===== config.mk =====
export PLATFORM = sky130hd
export DESIGN_NAME = snoopy_wb_ctrl
export DESIGN_NICKNAME = d
export VERILOG_FILES = /design/src/rtl/snc_pkg.sv /design/src/rtl/snc_line_store.sv /design/src/rtl/snc_snoop.sv /design/src/rtl/snc_proc_fsm.sv /design/src/rtl/snoopy_wb_ctrl.sv
export SDC_FILE = /design/constraint.sdc
export NUM_CORES = 1
export LEC_CHECK = 0
export BUFFER_PORTS_ARGS = -buffer_cell sky130_fd_sc_hd__buf_2
export CORE_ASPECT_RATIO = 2
export CORE_UTILIZATION = 51
export CTS_CLUSTER_DIAMETER = 120
export CTS_CLUSTER_SIZE = 20
export DETAILED_ROUTE_END_ITERATION = 6
export GPL_TIMING_DRIVEN = 0
export PLACE_DENSITY = 0.77
export SETUP_SLACK_MARGIN = 0.1
export SLEW_MARGIN = 10
export SYNTH_ARGS = -nofsm -noshare
export SYNTH_HDL_FRONTEND = slang
export SYNTH_HIERARCHICAL = 1
export SYNTH_SLANG_ARGS = --single-unit

===== constraint.sdc =====
create_clock -name clk -period 3.1 [get_ports clk]
set_clock_uncertainty 0.2 [all_clocks]
set_input_delay 0.155 -clock clk [delete_from_list [all_inputs] [get_ports clk]]
set_output_delay 0.155 -clock clk [all_outputs]
set_load 0.02 [all_outputs]

===== src/rtl/snc_pkg.sv =====
// Shared types for the snooping write-back cache controller.
// Assumes a single-word line and a two-bit bus command field.
package snc_pkg;

    // Coherence state kept per cache line.
    typedef enum logic [1:0] {
        LS_INV = 2'b00,
        LS_SHR = 2'b01,
        LS_EXC = 2'b10
    } line_st_t;

    // Command carried on the shared bus.
    typedef enum logic [1:0] {
        BC_NONE  = 2'b00,
        BC_RDMIS = 2'b01,
        BC_WRMIS = 2'b10,
        BC_WBACK = 2'b11
    } bus_cmd_t;

    // Processor-side sequencing.
    typedef enum logic [1:0] {
        PS_IDLE,
        PS_WBACK,
        PS_MISS,
        PS_DONE
    } proc_st_t;

endpackage


===== src/rtl/snc_line_store.sv =====
// Tag, state and data arrays of a direct-mapped cache.
// Port A serves the processor side and port B serves the snoop side.
// Both ports read combinationally and write at the clock edge. When both
// write the state of the same line in one cycle, the snoop write wins.
// Tags and data need no reset, because an Invalid state masks them.
module snc_line_store
    import snc_pkg::*;
#(
    parameter int IDX_W  = 2,
    parameter int TAG_W  = 10,
    parameter int DATA_W = 16
) (
    input  logic              clk,
    input  logic              rst_n,
    input  logic [IDX_W-1:0]  a_idx,
    output logic [TAG_W-1:0]  a_tag,
    output line_st_t          a_st,
    output logic [DATA_W-1:0] a_data,
    input  logic              a_we_st,
    input  logic              a_we_tag,
    input  logic              a_we_data,
    input  line_st_t          a_wst,
    input  logic [TAG_W-1:0]  a_wtag,
    input  logic [DATA_W-1:0] a_wdata,
    input  logic [IDX_W-1:0]  b_idx,
    output logic [TAG_W-1:0]  b_tag,
    output line_st_t          b_st,
    output logic [DATA_W-1:0] b_data,
    input  logic              b_we_st,
    input  line_st_t          b_wst
);
    localparam int LINES = 1 << IDX_W;

    line_st_t          st_q   [LINES];
    logic [TAG_W-1:0]  tag_q  [LINES];
    logic [DATA_W-1:0] data_q [LINES];

    // Combinational read ports.
    assign a_tag  = tag_q[a_idx];
    assign a_st   = st_q[a_idx];
    assign a_data = data_q[a_idx];
    assign b_tag  = tag_q[b_idx];
    assign b_st   = st_q[b_idx];
    assign b_data = data_q[b_idx];

    // State array: reset to Invalid; the snoop write is placed last so it wins.
    always_ff @(posedge clk) begin
        if (!rst_n) begin
            for (int i = 0; i < LINES; i++) st_q[i] <= LS_INV;
        end else begin
            if (a_we_st) st_q[a_idx] <= a_wst;
            if (b_we_st) st_q[b_idx] <= b_wst;
        end
    end

    // Tag and data arrays, written only by the processor side.
    always_ff @(posedge clk) begin
        if (a_we_tag)  tag_q[a_idx]  <= a_wtag;
        if (a_we_data) data_q[a_idx] <= a_wdata;
    end

endmodule


===== src/rtl/snc_snoop.sv =====
// Snoop responder. It decides, in the same cycle, how a transaction issued
// by another cache affects the addressed line. A snoop acts only on a valid
// line whose tag matches. A dirty hit cancels the memory response and
// drives the line data on the bus.
// Assumes the line read port is indexed by the snooped address.
module snc_snoop
    import snc_pkg::*;
#(
    parameter int ADDR_W = 12,
    parameter int IDX_W  = 2,
    parameter int DATA_W = 16
) (
    input  logic              clk,
    input  logic              rst_n,
    input  logic              snp_valid,
    input  logic [1:0]        snp_cmd,
    input  logic [ADDR_W-1:0] snp_addr,
    input  logic [ADDR_W-IDX_W-1:0] line_tag,
    input  line_st_t          line_st,
    input  logic [DATA_W-1:0] line_data,
    output logic              upd_we,
    output line_st_t          upd_st,
    output logic              snp_abort,
    output logic [DATA_W-1:0] snp_data
);
    localparam int TAG_W = ADDR_W - IDX_W;

    logic [TAG_W-1:0] snp_tag;
    logic             hit;
    logic             dirty_hit;
    bus_cmd_t         cmd;

    assign snp_tag = snp_addr[ADDR_W-1:IDX_W];
    assign cmd     = bus_cmd_t'(snp_cmd);

    // Match qualification: valid line and equal tag.
    always_comb begin
        hit       = snp_valid && (line_st != LS_INV) && (line_tag == snp_tag);
        dirty_hit = hit && (line_st == LS_EXC);
    end

    // State update and data supply for matched misses.
    always_comb begin
        upd_we    = 1'b0;
        upd_st    = line_st;
        snp_abort = 1'b0;
        snp_data  = '0;
        if (hit && cmd == BC_RDMIS && dirty_hit) begin
            upd_we    = 1'b1;
            upd_st    = LS_SHR;
            snp_abort = 1'b1;
            snp_data  = line_data;
        end else if (hit && cmd == BC_WRMIS) begin
            upd_we    = 1'b1;
            upd_st    = LS_INV;
            snp_abort = dirty_hit;
            snp_data  = dirty_hit ? line_data : '0;
        end
    end

    AST_ABORT_CLEARS: assert property (@(posedge clk) disable iff (!rst_n)
        snp_abort |=> !(snp_valid && snp_addr == $past(snp_addr) && line_st == LS_EXC));

endmodule


===== src/rtl/snc_proc_fsm.sv =====
// Processor-side sequencer. It looks up the addressed line, completes hits
// locally, and otherwise runs an optional victim write-back followed by a
// read or write miss on the bus.
// Assumes the processor holds its request until cpu_done, that a granted
// transaction completes in its grant cycle, and that no grant arrives in a
// snoop cycle. A snoop in the idle cycle defers acceptance of a request.
module snc_proc_fsm
    import snc_pkg::*;
#(
    parameter int ADDR_W = 12,
    parameter int IDX_W  = 2,
    parameter int DATA_W = 16
) (
    input  logic              clk,
    input  logic              rst_n,
    input  logic              cpu_req,
    input  logic              cpu_we,
    input  logic [ADDR_W-1:0] cpu_addr,
    input  logic [DATA_W-1:0] cpu_wdata,
    output logic              cpu_done,
    output logic [DATA_W-1:0] cpu_rdata,
    input  logic              snp_valid,
    input  logic [ADDR_W-IDX_W-1:0] line_tag,
    input  line_st_t          line_st,
    input  logic [DATA_W-1:0] line_data,
    output logic              bus_req,
    output bus_cmd_t          bus_cmd,
    output logic [ADDR_W-1:0] bus_addr,
    output logic [DATA_W-1:0] bus_wdata,
    input  logic              bus_gnt,
    input  logic [DATA_W-1:0] bus_rdata,
    output logic              wr_st,
    output logic              wr_tag,
    output logic              wr_data,
    output line_st_t          wr_st_val,
    output logic [DATA_W-1:0] wr_data_val
);
    localparam int TAG_W = ADDR_W - IDX_W;

    proc_st_t          fsm_q, fsm_d;
    logic [DATA_W-1:0] rdata_q;
    logic [TAG_W-1:0]  req_tag;
    logic [IDX_W-1:0]  req_idx;
    logic              tag_eq, rd_hit, wr_hit, victim_dirty, accept, hit;

    assign req_tag = cpu_addr[ADDR_W-1:IDX_W];
    assign req_idx = cpu_addr[IDX_W-1:0];

    // Lookup of the addressed line.
    always_comb begin
        tag_eq       = (line_tag == req_tag);
        rd_hit       = (line_st != LS_INV) && tag_eq;
        wr_hit       = (line_st == LS_EXC) && tag_eq;
        victim_dirty = (line_st == LS_EXC) && !tag_eq;
        hit          = cpu_we ? wr_hit : rd_hit;
        accept       = (fsm_q == PS_IDLE) && cpu_req && !snp_valid;
    end

    // Next-state selection.
    always_comb begin
        fsm_d = fsm_q;
        unique case (fsm_q)
            PS_IDLE:  if (accept) fsm_d = hit ? PS_DONE : (victim_dirty ? PS_WBACK : PS_MISS);
            PS_WBACK: if (!victim_dirty || bus_gnt) fsm_d = PS_MISS;
            PS_MISS:  if (bus_gnt) fsm_d = PS_DONE;
            PS_DONE:  fsm_d = PS_IDLE;
            default:  fsm_d = PS_IDLE;
        endcase
    end

    // Bus request fields for the write-back and miss phases.
    always_comb begin
        bus_req   = 1'b0;
        bus_cmd   = BC_NONE;
        bus_addr  = '0;
        bus_wdata = '0;
        if (fsm_q == PS_WBACK && victim_dirty) begin
            bus_req   = 1'b1;
            bus_cmd   = BC_WBACK;
            bus_addr  = {line_tag, req_idx};
            bus_wdata = line_data;
        end else if (fsm_q == PS_MISS) begin
            bus_req  = 1'b1;
            bus_cmd  = cpu_we ? BC_WRMIS : BC_RDMIS;
            bus_addr = cpu_addr;
        end
    end

    // Line-store writes for write hits, victim release and miss fills.
    always_comb begin
        wr_st       = 1'b0;
        wr_tag      = 1'b0;
        wr_data     = 1'b0;
        wr_st_val   = line_st;
        wr_data_val = cpu_wdata;
        if (accept && hit && cpu_we) begin
            wr_data = 1'b1;
        end else if (fsm_q == PS_WBACK && victim_dirty && bus_gnt) begin
            wr_st     = 1'b1;
            wr_st_val = LS_INV;
        end else if (fsm_q == PS_MISS && bus_gnt) begin
            wr_st       = 1'b1;
            wr_tag      = 1'b1;
            wr_data     = 1'b1;
            wr_st_val   = cpu_we ? LS_EXC : LS_SHR;
            wr_data_val = cpu_we ? cpu_wdata : bus_rdata;
        end
    end

    // Sequencer state register.
    always_ff @(posedge clk) begin
        if (!rst_n) fsm_q <= PS_IDLE;
        else        fsm_q <= fsm_d;
    end

    // Load result capture on a read hit or a read fill.
    always_ff @(posedge clk) begin
        if (!rst_n)                                          rdata_q <= '0;
        else if (accept && hit && !cpu_we)                   rdata_q <= line_data;
        else if (fsm_q == PS_MISS && bus_gnt && !cpu_we)     rdata_q <= bus_rdata;
    end

    assign cpu_done  = (fsm_q == PS_DONE);
    assign cpu_rdata = rdata_q;

    AST_DONE_PULSE: assert property (@(posedge clk) disable iff (!rst_n)
        cpu_done |=> !cpu_done);
    AST_REQ_HOLD: assert property (@(posedge clk) disable iff (!rst_n)
        bus_req && !bus_gnt && !snp_valid |=> bus_req && $stable(bus_cmd) && $stable(bus_addr));
    AST_SNOOP_FIRST: assert property (@(posedge clk) disable iff (!rst_n)
        (fsm_q == PS_IDLE) && snp_valid |=> (fsm_q == PS_IDLE));
    AST_VICTIM_CLEAN: assert property (@(posedge clk) disable iff (!rst_n)
        bus_req && bus_gnt && (bus_cmd != BC_WBACK) |-> !((line_st == LS_EXC) && (line_tag != req_tag)));

endmodule


===== src/rtl/snoopy_wb_ctrl.sv =====
// Top level of the per-cache coherence controller. It ties the line store,
// the processor sequencer and the snoop responder together. The store is
// read by the processor address on port A and by the snooped address on
// port B. The snoop state update takes precedence at the store.
module snoopy_wb_ctrl
    import snc_pkg::*;
#(
    parameter int ADDR_W = 12,
    parameter int IDX_W  = 2,
    parameter int DATA_W = 16
) (
    input  logic              clk,
    input  logic              rst_n,
    input  logic              cpu_req,
    input  logic              cpu_we,
    input  logic [ADDR_W-1:0] cpu_addr,
    input  logic [DATA_W-1:0] cpu_wdata,
    output logic              cpu_done,
    output logic [DATA_W-1:0] cpu_rdata,
    output logic              bus_req,
    output logic [1:0]        bus_cmd,
    output logic [ADDR_W-1:0] bus_addr,
    output logic [DATA_W-1:0] bus_wdata,
    input  logic              bus_gnt,
    input  logic [DATA_W-1:0] bus_rdata,
    input  logic              snp_valid,
    input  logic [1:0]        snp_cmd,
    input  logic [ADDR_W-1:0] snp_addr,
    output logic              snp_abort,
    output logic [DATA_W-1:0] snp_data
);
    localparam int TAG_W = ADDR_W - IDX_W;

    logic [TAG_W-1:0]  a_tag, b_tag;
    line_st_t          a_st, b_st, wr_st_val, upd_st;
    logic [DATA_W-1:0] a_data, b_data, wr_data_val;
    logic              wr_st, wr_tag, wr_data, upd_we;
    bus_cmd_t          cmd_int;

    assign bus_cmd = cmd_int;

    snc_line_store #(.IDX_W(IDX_W), .TAG_W(TAG_W), .DATA_W(DATA_W)) u_store (
        .clk(clk), .rst_n(rst_n),
        .a_idx(cpu_addr[IDX_W-1:0]), .a_tag(a_tag), .a_st(a_st), .a_data(a_data),
        .a_we_st(wr_st), .a_we_tag(wr_tag), .a_we_data(wr_data),
        .a_wst(wr_st_val), .a_wtag(cpu_addr[ADDR_W-1:IDX_W]), .a_wdata(wr_data_val),
        .b_idx(snp_addr[IDX_W-1:0]), .b_tag(b_tag), .b_st(b_st), .b_data(b_data),
        .b_we_st(upd_we), .b_wst(upd_st)
    );

    snc_proc_fsm #(.ADDR_W(ADDR_W), .IDX_W(IDX_W), .DATA_W(DATA_W)) u_proc (
        .clk(clk), .rst_n(rst_n),
        .cpu_req(cpu_req), .cpu_we(cpu_we), .cpu_addr(cpu_addr), .cpu_wdata(cpu_wdata),
        .cpu_done(cpu_done), .cpu_rdata(cpu_rdata), .snp_valid(snp_valid),
        .line_tag(a_tag), .line_st(a_st), .line_data(a_data),
        .bus_req(bus_req), .bus_cmd(cmd_int), .bus_addr(bus_addr), .bus_wdata(bus_wdata),
        .bus_gnt(bus_gnt), .bus_rdata(bus_rdata),
        .wr_st(wr_st), .wr_tag(wr_tag), .wr_data(wr_data),
        .wr_st_val(wr_st_val), .wr_data_val(wr_data_val)
    );

    snc_snoop #(.ADDR_W(ADDR_W), .IDX_W(IDX_W), .DATA_W(DATA_W)) u_snoop (
        .clk(clk), .rst_n(rst_n),
        .snp_valid(snp_valid), .snp_cmd(snp_cmd), .snp_addr(snp_addr),
        .line_tag(b_tag), .line_st(b_st), .line_data(b_data),
        .upd_we(upd_we), .upd_st(upd_st), .snp_abort(snp_abort), .snp_data(snp_data)
    );

endmodule


# [Word-level counts from Yosys, hierarchy flattened]
# Memories as Yosys holds them, arrays and structs flattened.
# Index checks and enable logic that the tools add are counted.
[totals] input_bits=64 elab_cells=103 output_inout_bits=65 register_bits=18 ram_bits=112 memories=3
[classes] reduce_logical=30 muxes=56 eq_ne=12
[memory_table] name="u_store.data_q" words=4 word_bits=16 read_ports=2 rd_clocked_by_memory_dff=0 write_ports=1 line="snc_line_store.sv:36" text="logic [DATA_W-1:0] data_q [LINES];"
[memory_table] name="u_store.tag_q" words=4 word_bits=10 read_ports=2 rd_clocked_by_memory_dff=0 write_ports=1 line="snc_line_store.sv:35" text="logic [TAG_W-1:0] tag_q [LINES];"
[memory_table] name="u_store.st_q" words=4 word_bits=2 read_ports=2 rd_clocked_by_memory_dff=0 write_ports=4 line="snc_line_store.sv:34" text="line_st_t st_q [LINES];"
[op_table] op="two-way mux 16 bit" n=10
[op_table] op="two-way mux 2 bit" n=17
[op_table] op="two-way mux 1 bit" n=26
[op_table] op="two-way mux 12 bit" n=2
[op_table] op="== test 10 bit" n=2
[op_table] op="logical AND 1 bit" n=18
[op_table] op="== test 2 bit (second input constant)" n=5
[op_table] op="case mux 2 bit (4 select lines)" n=1
[op_table] op="nonzero test 2 bit" n=3
[op_table] op="== test 2 x 1 -> 1 bit (second input constant)" n=2
[op_table] op="zero test 1 bit" n=4
[op_table] op="inequality test 2 x 1 -> 1 bit (second input constant)" n=2
[op_table] op="OR reduction 2 bit" n=2
[op_table] op="AND reduction 3 bit" n=1
[op_table] op="zero test 2 bit" n=1
[op_table] op="inequality test 2 bit (second input constant)" n=1
[op_table] op="logical OR 1 bit" n=1

# [Logic depth before layout (Yosys ltp)]
# Gate-level depths: netlist of the first run.
# An unclocked memory read counts as a cell.
[depth] word_depth=13 ltp_mapped=12 mapped_depth_nobuf=10

# [Hierarchy]
# The synthesis of the first run kept the hierarchy.
[modules_own_cells] mod="snc_line_store" seq_area_each_um2=3363.2 instances=1 cells_each=226 area_each_um2=5077.4
[modules_own_cells] mod="snc_proc_fsm" seq_area_each_um2=360.3 instances=1 cells_each=206 area_each_um2=1669.1
[modules_own_cells] mod="snc_snoop" seq_area_each_um2=0.0 instances=1 cells_each=48 area_each_um2=370.4

# [Worst setup path after synthesis of the first run]
# Ideal clock, no wire load.
[synth_timing] path_kind="in2reg" startpoint="input cpu_addr[0]" endpoint="memory u_store.data_q[3][0], enable pin" slack_ps=-224 arrival_ps=2750 n_path_buf=3 required_ps=2526 setup_ps=374 stages=9 path_cell_list="buf_6 > buf_12 > mux4_2 > xor2_1 > nor4_2 > a31oi_1 > clkbuf_1 > o21ai_0 > and3_1"
[synth_between] elab_chain_cells=10 elab_cells_between_ends=18 cone_classes="eq/ne: 2; mux: 5; reduce/logical: 9; memory: 2"
[synth_rtl] element="start, declared" line="snoopy_wb_ctrl.sv:16" text="input logic [ADDR_W-1:0] cpu_addr,"
[synth_rtl] element="memory (4 x 10 bit) *"
[synth_rtl] element="named net a_tag[3]" line="snoopy_wb_ctrl.sv:34" text="logic [TAG_W-1:0] a_tag, b_tag;"
[synth_rtl] element="== test 10 bit *" line="snc_proc_fsm.sv:51" text="tag_eq = (line_tag == req_tag);"
[synth_rtl] element="zero test 1 bit" line="snc_proc_fsm.sv:54" text="victim_dirty = (line_st == LS_EXC) && !tag_eq;"
[synth_rtl] element="logical AND 1 bit" line="snc_proc_fsm.sv:54"
[synth_rtl] element="logical AND 1 bit (2 in series)" line="snc_proc_fsm.sv:98" text="end else if (fsm_q == PS_WBACK && victim_dirty && bus_gnt) begin"
[synth_rtl] element="two-way mux 1 bit" line="snc_proc_fsm.sv:98"
[synth_rtl] element="two-way mux 1 bit *" line="snc_proc_fsm.sv:96" text="if (accept && hit && cpu_we) begin"
[synth_rtl] element="named net wr_data" line="snoopy_wb_ctrl.sv:37" text="logic wr_st, wr_tag, wr_data, upd_we;"
[synth_rtl] element="two-way mux 1 bit *" line="snc_line_store.sv:59" text="if (a_we_data) data_q[a_idx] <= a_wdata;"
[synth_rtl] element="two-way mux 1 bit (implied by the code) *" line="snc_line_store.sv:59"
[synth_rtl] element="end, declared" line="snc_line_store.sv:36"
# The timed path passes the listed nets; every way through them passes the cells marked *.

==> impl_metrics.env, run 1 <==
export IMPL_cp_start_kind="flop"
export IMPL_crit_buf_inv=4
export IMPL_layout_common_cells="edfxtp_1 (112), buf_2 (90), buf_6 (57), mux4_2 (46), dlygate4sd3_1 (43)"
export IMPL_grt_pass1_vias=6311
export IMPL_syn_area_per_cell_sq_um=14.8
export IMPL_start_util_pct=52.7
export IMPL_yosys_register_bits=130
export IMPL_switchingPower_uw=1690
export IMPL_rsz0062_at_grt="yes"
export IMPL_drtPass1Iterations=5
export IMPL_final_period_utilization_pct=109
export IMPL_combPwrFrac_pct=27.8
export IMPL_fp_row_count=60
export IMPL_cts_buffers=17
export IMPL_crit_path_cell_trace="mux4_2 > xor2_2 > nor4_4 > buf_6 > buf_6 > buf_6 > nand4_1 > buf_4 > a21oi_4 > a211o_1 > nand3_4 > nor2_1 > a22o_1"
export IMPL_p_int_uw=4010
export IMPL_p_seq_share_pct=36.6
export IMPL_yosysTopAreaCell="edfxtp_1"
export IMPL_utilization_pct=78.6
export IMPL_tightest_slew_ns=0.660
export IMPL_io_pins=129
export IMPL_antenna_cells=0
export IMPL_critPathTopFamily="simple AND/OR/NAND/NOR gates"
export IMPL_max_stage_delay_ns=0.54
export IMPL_clk_latency_ns=0.42
export IMPL_port_buffers=128
export IMPL_area_delta_synth_final_pct=49.2
export IMPL_drt_initial_drc_count=665
export IMPL_cts_tree="yes"
export IMPL_status="finished with violations"
export IMPL_viasPerCell=6.60
export IMPL_grtUsageTotal_pct=35.5
export IMPL_clkPwrFrac_pct=35.6
export IMPL_remaining_drc_errors=0
export IMPL_max_clock_path_buffers=2
export IMPL_synth_edff_count=112
export IMPL_finalHoldViolCount=0
export IMPL_dr_total_vias=5933
export IMPL_grt_use_met1_pct=35.3
export IMPL_synth_ff_type="edfxtp_1"
export IMPL_dp_hpwl_um=14100
export IMPL_cpMaxStageDelayCell="mux4_2"
export IMPL_end_kind="flop"
export IMPL_seq_area_frac_synth_pct=52.3
export IMPL_wl_per_cell_um=28.8
export IMPL_p_total_uw=5700
export IMPL_core_area_sq_um=13500
export IMPL_yosysWarnings=6
export IMPL_layout_drive_gt1_share_pct=54.8
export IMPL_slew_headroom_pct=56.0
export IMPL_synth_top_area_share_pct=47.3
export IMPL_nFillCells=699
export IMPL_max_freq_mhz=296
export IMPL_period_minus_slack_ns=3.38
export IMPL_wirelength_um=25900
export IMPL_die_x_um=85.5
export IMPL_worstPathMaxFanout=4
export IMPL_powerDensity_nw_per_um2=536
export IMPL_multiInputGateArea_sq_um=3770
export IMPL_worst_ep_required_time_ns=3.18
export IMPL_final_nets=800
export IMPL_hp_class="in -> reg"
export IMPL_synth_distinct_cells=52
export IMPL_cts_max_level=4
export IMPL_swShare_pct=29.6
export IMPL_grt_pass1_wl_um=36600
export IMPL_grtUsageMet3_pct=6.44
export IMPL_cts_root_buf="clkbuf_16"
export IMPL_antenna_left=0
export IMPL_violations="negative setup slack"
export IMPL_p_leak_uw=0.00450
export IMPL_ys_top_cells_by_area="edfxtp_1 (47%), mux4_2 (14%), dfxtp_1 (5.1%)"
export IMPL_ir_worst_vdd_mv=0.843
export IMPL_globalplace_congestion=0.894
export IMPL_clkSlewWorstSetupHoldPaths_ns=0.06
export IMPL_grt_busiest_layer="met2"
export IMPL_drv_cap=0
export IMPL_ff_latch_area_sq_um=3720
export IMPL_die_area_sq_um=14500
export IMPL_grt_max_degree=17
export IMPL_cp_common_cell="buf_6"
export IMPL_worstSetupPathType="reg -> reg"
export IMPL_layout_commonest_cell="edfxtp_1"
export IMPL_grt_met2_usage_pct=65.2
export IMPL_setup_viol=240
export IMPL_setup_ws_ns=-0.282
export IMPL_antenna_found_initial=0
export IMPL_die_h_um=169
export IMPL_arrival_ns=3.46
export IMPL_grt_overflow=0
export IMPL_syn_num_nets=549
export IMPL_final_max_slew_violation_count=0
export IMPL_syn_area_sq_um=7120
export IMPL_cts_sinks=130
export IMPL_post_synth_inst_count=480
export IMPL_synthArstFlopShare_pct=0
-- layout make-up --
class	count	area share (%)
Clock inverter	12	1.23
Inverter	10	0.353
Tap cell	155	1.83
Buffer	29	2.77
Sequential cell	130	35.1
Clock buffer	20	4.39
Multi-Input combinational cell	316	35.5
Timing Repair Buffer	227	18.8
-- cells in the mapped netlist, types with 2 or more instances --
cell type / number
nand3_1: 7
a41oi_1: 3
buf_4: 2
buf_2: 9
mux2_1: 3
buf_6: 7
or3_1: 2
nand3b_1: 4
nor2b_1: 5
and4b_1: 2
o31ai_1: 4
and4_1: 2
a22o_1: 3
ha_1: 5
nor4_2: 2
nand4_1: 5
buf_12: 2
nand2_1: 47
o211a_1: 16
and2_2: 16
and3_1: 3
a21o_1: 4
xnor2_1: 8
nor2_1: 8
and2_1: 24
clkbuf_1: 10
o21ai_0: 15
dfxtp_1: 18
mux2i_1: 20
xor2_1: 13
mux4_2: 44
mux2_2: 13
edfxtp_1: 112
mux4_1: 12
nand2b_1: 3
nor4_1: 2
inv_1: 10
-- final timing paths --
path,to,slack [ns],startpoint,cells after the start
setup / recovery,u_store/st_q[0][1]$_DFFE_PP_,-0.28,u_store/tag_q[3][9]$_DFFE_PP_,13
hold / removal,u_proc/fsm_q[0]$_SDFFE_PN0P_,0.11,cpu_we,5
setup reg to reg,u_store/st_q[0][1]$_DFFE_PP_,-0.28,u_store/tag_q[3][9]$_DFFE_PP_,13
hold reg to reg,u_proc/fsm_q[0]$_SDFFE_PN0P_,0.35,u_proc/fsm_q[0]$_SDFFE_PN0P_,2
-- power by group through the flow --
stage / clock network, uW / registers, uW / logic [uW]
2_1_floorplan: 0 / 2110 / 666
4_1_cts: 2000 / 2070 / 1380
3_5_place_dp: 0 / 2110 / 999
5_1_grt: 2090 / 2090 / 1630
3_3_place_gp: 0 / 2090 / 968
6_report: 2030 / 2080 / 1580
-- worst min-delay path, cell delays in order --
cell     delay, ns
buf_2         0.14
nor2b_1       0.06
nand4_1       0.08
a21o_1        0.15
mux2i_1       0.08
-- flip-flops by register name (all words and copies together), names as in the netlist --
name and cells:
u_store/st_q 8, u_proc/cpu_rdata 16, u_proc/fsm_q 2, u_store/tag_q 40
u_store/data_q 64
-- timing repair --
item,in CTS,in global routing
cloned,10,0
hold endpoints to repair,121,0
endpoints found under the setup margin,248,248
buffers inserted,37,16
hold buffers,43,0
resized for setup,216,51
pin swaps,47,15
-- cells by family after synthesis --
family | after synthesis | synth area share, %
simple gates | 141 | 11.5
flops | 130 | 52.3
mux | 92 | 23.7
compound gates | 51 | 5.49
buf+inv | 40 | 3.57
xor+xnor | 21 | 2.58
fa+ha+maj | 5 | 0.879
-- through the flow --
stage | setup WS, ns | hold WS [ns] | setup TNS, ns | instances | instance area (sq um)
after floorplan | 0.121 | 0.0539 | 0 | 480 | 7200
after global placement | -0.665 | 0.203 | -103.89 | 763 | 8030
after detailed placement | -0.697 | 0.212 | -111.57 | 763 | 8030
after CTS | -0.104 | 0.0545 | -1.98 | 885 | 10300
after global routing | -0.375 | 0.119 | -42.80 | 899 | 10600
final | -0.282 | 0.114 | -23.42 | 899 | 10600
-- layer usage --
layer / vias to the layer above / part of all wire (%)
met4: 0 / 7.1
li1: 2399 / -
met2: 434 / 55
met1: 2970 / 31
met3: 130 / 6.6
met5: - / 0
Power figures use the tool's default switching activity.
==> run 2, diff against run 1 <==
==> constraint.sdc (replaced) <==
create_clock -name clk -period 3.1 [get_ports clk]
set_clock_uncertainty 0.2 [all_clocks]
set_input_delay 0.155 -clock clk [delete_from_list [all_inputs] [get_ports clk]]
set_output_delay 0.155 -clock clk [all_outputs]
set_load 0.01 [all_outputs]
==> impl_metrics.env, run 2 (synthesis results as in run 1) <==
export IMPL_powerDensity_nw_per_um2=534
export IMPL_largest_reg_flops=64
export IMPL_cts_max_level=4
export IMPL_max_clock_path_buffers=2
export IMPL_grt_pass1_vias=6105
export IMPL_swShare_pct=27.8
export IMPL_die_x_um=85.5
export IMPL_cp_start_kind="flop"
export IMPL_max_freq_mhz=310
export IMPL_setup_ws_ns=-0.122
export IMPL_r2r_slack_ns=-0.12
export IMPL_setup_viol=110
export IMPL_cts_sinks=130
export IMPL_cts_root_buf="clkbuf_16"
export IMPL_end_kind="flop"
export IMPL_p_int_uw=3870
export IMPL_viasPerCell=6.58
export IMPL_cts_buffers=17
export IMPL_combPwrFrac_pct=23.9
export IMPL_top_register="u_store/data_q"
export IMPL_clkPwrFrac_pct=37.3
export IMPL_worstPathMaxFanout=4
export IMPL_fin_setup_tns_ns=-4.68
export IMPL_clkSlewWorstSetupHoldPaths_ns=0.05
export IMPL_remaining_drc_errors=0
export IMPL_port_buffers=128
export IMPL_globalplace_congestion=0.894
export IMPL_placed_cell_area_sq_um=8030
export IMPL_die_h_um=169
export IMPL_fin_cells=880
export IMPL_violations="negative setup slack"
export IMPL_layout_common_cells="buf_2 (118), edfxtp_1 (112), mux4_2 (46), dlygate4sd3_1 (43), nand2_1 (43)"
export IMPL_pre_cts_slack_ns=-0.697
export IMPL_dp_hpwl_um=14100
export IMPL_fp_row_count=60
export IMPL_drtPass1Iterations=5
export IMPL_die_area_sq_um=14500
export IMPL_worst_ep_required_time_ns=3.15
export IMPL_utilization_pct=74.4
export IMPL_final_period_utilization_pct=104
export IMPL_antenna_found_initial=0
export IMPL_final_nets=781
export IMPL_rsz0062_at_grt="yes"
export IMPL_worstSetupPathType="reg -> reg"
export IMPL_grt_pass1_wl_um=33700
export IMPL_io_pins=129
export IMPL_period_minus_slack_ns=3.22
export IMPL_antenna_cells=0
export IMPL_arrival_ns=3.27
export IMPL_numPlacedInstances=763
export IMPL_dr_total_vias=5787
export IMPL_p_seq_share_pct=38.7
export IMPL_area_delta_synth_final_pct=41.3
export IMPL_wl_per_cell_um=26.8
export IMPL_final_area_sq_um=10100
export IMPL_grt_overflow=0
export IMPL_clk_latency_ns=0.42
export IMPL_p_leak_uw=0.00426
export IMPL_switchingPower_uw=1490
export IMPL_grtUsageTotal_pct=32.5
export IMPL_wirelength_um=23600
export IMPL_tightest_slew_ns=0.809
export IMPL_core_area_sq_um=13500
export IMPL_grt_max_degree=17
export IMPL_ir_worst_vdd_mv=0.827
export IMPL_drt_initial_drc_count=512
export IMPL_layout_commonest_cell="buf_2"
export IMPL_hp_class="in -> reg"
export IMPL_layout_drive_gt1_share_pct=51.0
export IMPL_antenna_left=0
export IMPL_slew_headroom_pct=46.1
export IMPL_status="finished with violations"
export IMPL_start_util_pct=52.7
export IMPL_cts_tree="yes"
export IMPL_drv_cap=0
export IMPL_finalHoldViolCount=0
export IMPL_final_max_slew_violation_count=0
[run 2: cell types whose count changed in the layout (fill, tap and decap cells not counted), moves of 4 or more]
cell     previous run  this run
buf_12             17        11
buf_2              90       118
nand2_4             9         1
o21ai_2             3         7
buf_4              35        15
o21ai_4             8         2
nand2_1            33        43
buf_6              57        33
[run 2: timing repair]
action,4_1_cts,5_1_grt
buffers inserted,31,3
hold buffers,43,0
pin swaps,15,24
cloned,9,2
setup endpoints to repair,248,248
resized for setup,92,55
endpoints found under the hold margin,121,0
[run 2: layer usage]
metal	vias to the layer above	routed length (um)	global-route usage, %
li1	2371	-	-
met1	2870	7080	31.9
met2	423	13300	60.4
met3	123	1710	5.95
met4	0	1550	21.3
met5	-	0	0
[run 2: cell type report]
type / instances / area (sq um)
flip-flops and latches: 130 / 3720
multi-input cells: 316 / 3570
fillers: 791 / 3460
repair buffers: 209 / 1680
clock buffers: 20 / 467
plain buffers: 28 / 259
well taps: 155 / 194
clock inverters: 12 / 130
inverters: 10 / 37.5
[run 2: power by group through the flow]
stage	registers [uW]	clock network (uW)	logic, uW
2_1_floorplan	2100	0	616
3_3_place_gp	2090	0	906
3_5_place_dp	2110	0	937
4_1_cts	2070	2000	1170
5_1_grt	2090	2080	1340
6_report	2080	2000	1280
[run 2: path summary, 6_finish.rpt]
path | to | from | depth (start not counted)
setup / recovery | u_store/st_q[3][1]$_DFFE_PP_ | u_store/tag_q[3][1]$_DFFE_PP_ | 11
hold / removal | u_proc/fsm_q[0]$_SDFFE_PN0P_ | cpu_req | 5
setup reg to reg | u_store/st_q[3][1]$_DFFE_PP_ | u_store/tag_q[3][1]$_DFFE_PP_ | 11
hold reg to reg | u_proc/fsm_q[1]$_SDFFE_PN0P_ | u_proc/fsm_q[1]$_SDFFE_PN0P_ | 2
[run 2: through the flow]
stage,hold WS (ns),total power (uW)
after global routing,0.125,5500
after detailed placement,0.212,3040
after CTS,0.0548,5250
after floorplan,0.0539,2710
final,0.110,5370
after global placement,0.203,3000
[run 2: critical path, stage by stage (launching register included)]
cell and delay (ns):
edfxtp_1 0.38, mux4_2 0.54, xor2_2 0.18, nor4_4 0.27, buf_4 0.20, buf_6 0.13, nand4_1 0.14, a21oi_1 0.34
a211o_1 0.22, nand3_2 0.14, buf_6 0.17, mux2i_1 0.14
==> run 3, diff against run 2 <==
--- a/config.mk
+++ b/config.mk
@@ -11,7 +11,6 @@
 export CTS_CLUSTER_DIAMETER = 120
 export CTS_CLUSTER_SIZE = 20
 export DETAILED_ROUTE_END_ITERATION = 6
-export GPL_TIMING_DRIVEN = 0
 export PLACE_DENSITY = 0.77
 export SETUP_SLACK_MARGIN = 0.1
 export SLEW_MARGIN = 10
==> impl_metrics.env, run 3 (synthesis results as in run 1) <==
export IMPL_remaining_drc_errors=1
export IMPL_p_int_uw=3710
export IMPL_p_seq_share_pct=39.3
export IMPL_clk_latency_ns=0.43
export IMPL_cp_start_kind="flop"
export IMPL_globalplace_congestion=0.904
export IMPL_die_x_um=85.5
export IMPL_cts_buffers=17
export IMPL_final_nets=786
export IMPL_hp_class="in -> reg"
export IMPL_wl_per_cell_um=29.0
export IMPL_violations="design-rule violations, negative setup slack"
export IMPL_port_buffers=128
export IMPL_setup_ws_ns=-0.234
export IMPL_multiInputGateArea_sq_um=3610
export IMPL_core_area_sq_um=13500
export IMPL_slew_headroom_pct=56.2
export IMPL_top_register="u_store/data_q"
export IMPL_max_clock_path_buffers=2
export IMPL_placed_cell_area_sq_um=8300
export IMPL_setup_viol=248
export IMPL_clkSlewWorstSetupHoldPaths_ns=0.06
export IMPL_dr_total_vias=5921
export IMPL_layout_common_cells="edfxtp_1 (112), buf_2 (92), buf_6 (51), mux4_2 (47)"
export IMPL_status="finished with violations"
export IMPL_tightest_slew_ns=0.649
export IMPL_max_freq_mhz=300
export IMPL_area_delta_synth_final_pct=44.9
export IMPL_utilization_pct=76.3
export IMPL_end_kind="flop"
export IMPL_drtPass1Iterations=7
export IMPL_cts_tree="yes"
export IMPL_cts_max_level=4
export IMPL_io_pins=129
export IMPL_ir_worst_vdd_mv=0.511
export IMPL_die_h_um=169
export IMPL_period_minus_slack_ns=3.33
export IMPL_largest_reg_flops=64
export IMPL_swShare_pct=30.2
export IMPL_rsz0062_at_grt="yes"
export IMPL_combPwrFrac_pct=25.5
export IMPL_cts_root_buf="clkbuf_16"
export IMPL_start_util_pct=52.7
export IMPL_worst_ep_required_time_ns=3.14
export IMPL_final_period_utilization_pct=108
export IMPL_grtUsageTotal_pct=32.9
export IMPL_viasPerCell=6.69
export IMPL_drv_cap=0
export IMPL_grt_max_degree=27
export IMPL_finalHoldViolCount=0
export IMPL_antenna_found_initial=0
export IMPL_drt_initial_drc_count=646
export IMPL_arrival_ns=3.38
export IMPL_worstSetupPathType="reg -> reg"
export IMPL_layout_drive_gt1_share_pct=53.6
export IMPL_whs_ns=0.132
export IMPL_final_max_slew_violation_count=0
export IMPL_grt_overflow=0
export IMPL_final_area_sq_um=10300
export IMPL_nFillCells=730
export IMPL_die_area_sq_um=14500
export IMPL_clkPwrFrac_pct=35.3
export IMPL_antenna_cells=0
export IMPL_antenna_left=0
export IMPL_wirelength_um=25700
export IMPL_worstPathMaxFanout=3
export IMPL_p_leak_uw=0.00436
export IMPL_fp_row_count=60
export IMPL_cts_sinks=130
export IMPL_grt_pass1_wl_um=34100
export IMPL_layout_commonest_cell="edfxtp_1"
export IMPL_dp_hpwl_um=14200
export IMPL_grt_pass1_vias=5990
export IMPL_powerDensity_nw_per_um2=515
export IMPL_ff_latch_area_sq_um=3720
export IMPL_switchingPower_uw=1600
## run 3: cell count changes in the layout (fill, tap and decap cells not counted), sizes merged
cell and delta:
and3 -1, inv +5, clkbuf -8, bufinv -2
a31oi -1, clkinvlp +3, clkinv -3, buf +12
## run 3: power groups by stage
stage	clock network, uW	registers (uW)	logic (uW)
after floorplan	0	2100	616
after global placement	0	2100	954
after detailed placement	0	2110	979
after CTS	1860	2080	1150
after global routing	1950	2090	1400
final	1870	2090	1350
## run 3: layout make-up
class / instances / area share, %
clock buffer: 17 / 4.13
clock inverter: 15 / 1.18
inverter: 10 / 0.364
multi-input combinational: 314 / 35.0
sequential: 130 / 36.1
tap: 155 / 1.88
timing repair buffer: 244 / 21.3
## run 3: repair_timing
item / 4_1_cts / 5_1_grt
buffers inserted: 16 / 7
hold buffers: 43 / 0
hold endpoints to repair: 122 / 0
resized for setup: 107 / 89
pin swaps: 32 / 38
cloned: 6 / 4
setup endpoints to repair: 248 / 250
## run 3: worst max-delay path: stages (launching register included)
cell      delay, ns
edfxtp_1       0.39
mux4_2         0.54
xor2_2         0.19
nor4_4         0.34
buf_4          0.21
buf_6          0.11
nand4_1        0.10
buf_4          0.19
a21oi_4        0.21
a211o_1        0.19
nand3_2        0.11
buf_6          0.16
o31ai_4        0.21
## run 3: worst paths after layout
path	end	slack, ns	start	cells past startpoint
max reg2reg	u_store/st_q[2][1]$_DFFE_PP_	-0.23	u_store/tag_q[3][9]$_DFFE_PP_	12
min	u_proc/fsm_q[1]$_SDFFE_PN0P_	0.13	cpu_req	5
max	u_store/st_q[2][1]$_DFFE_PP_	-0.23	u_store/tag_q[3][9]$_DFFE_PP_	12
min reg2reg	u_proc/fsm_q[0]$_SDFFE_PN0P_	0.34	u_proc/fsm_q[0]$_SDFFE_PN0P_	2
## run 3: routing by layer
metal / wire length, um / share of wire, % / global-route usage, %
met5: 0 / 0 / 0
met4: 2290 / 8.9 / 20.6
met3: 2380 / 9.3 / 6.73
met2: 13800 / 54 / 60.1
met1: 7230 / 28 / 33.4
## run 3: per-stage QoR
step | setup TNS [ns] | total power, uW | worst slack (ns) | cells
after detailed placement | -14.84 | 3090 | -0.292 | 780
after global routing | -30.85 | 5430 | -0.277 | 885
after CTS | -13.97 | 5090 | -0.153 | 876
after global placement | -1.33 | 3050 | -0.0744 | 780
after floorplan | 0 | 2710 | 0.121 | 480
final | -26.47 | 5310 | -0.234 | 885
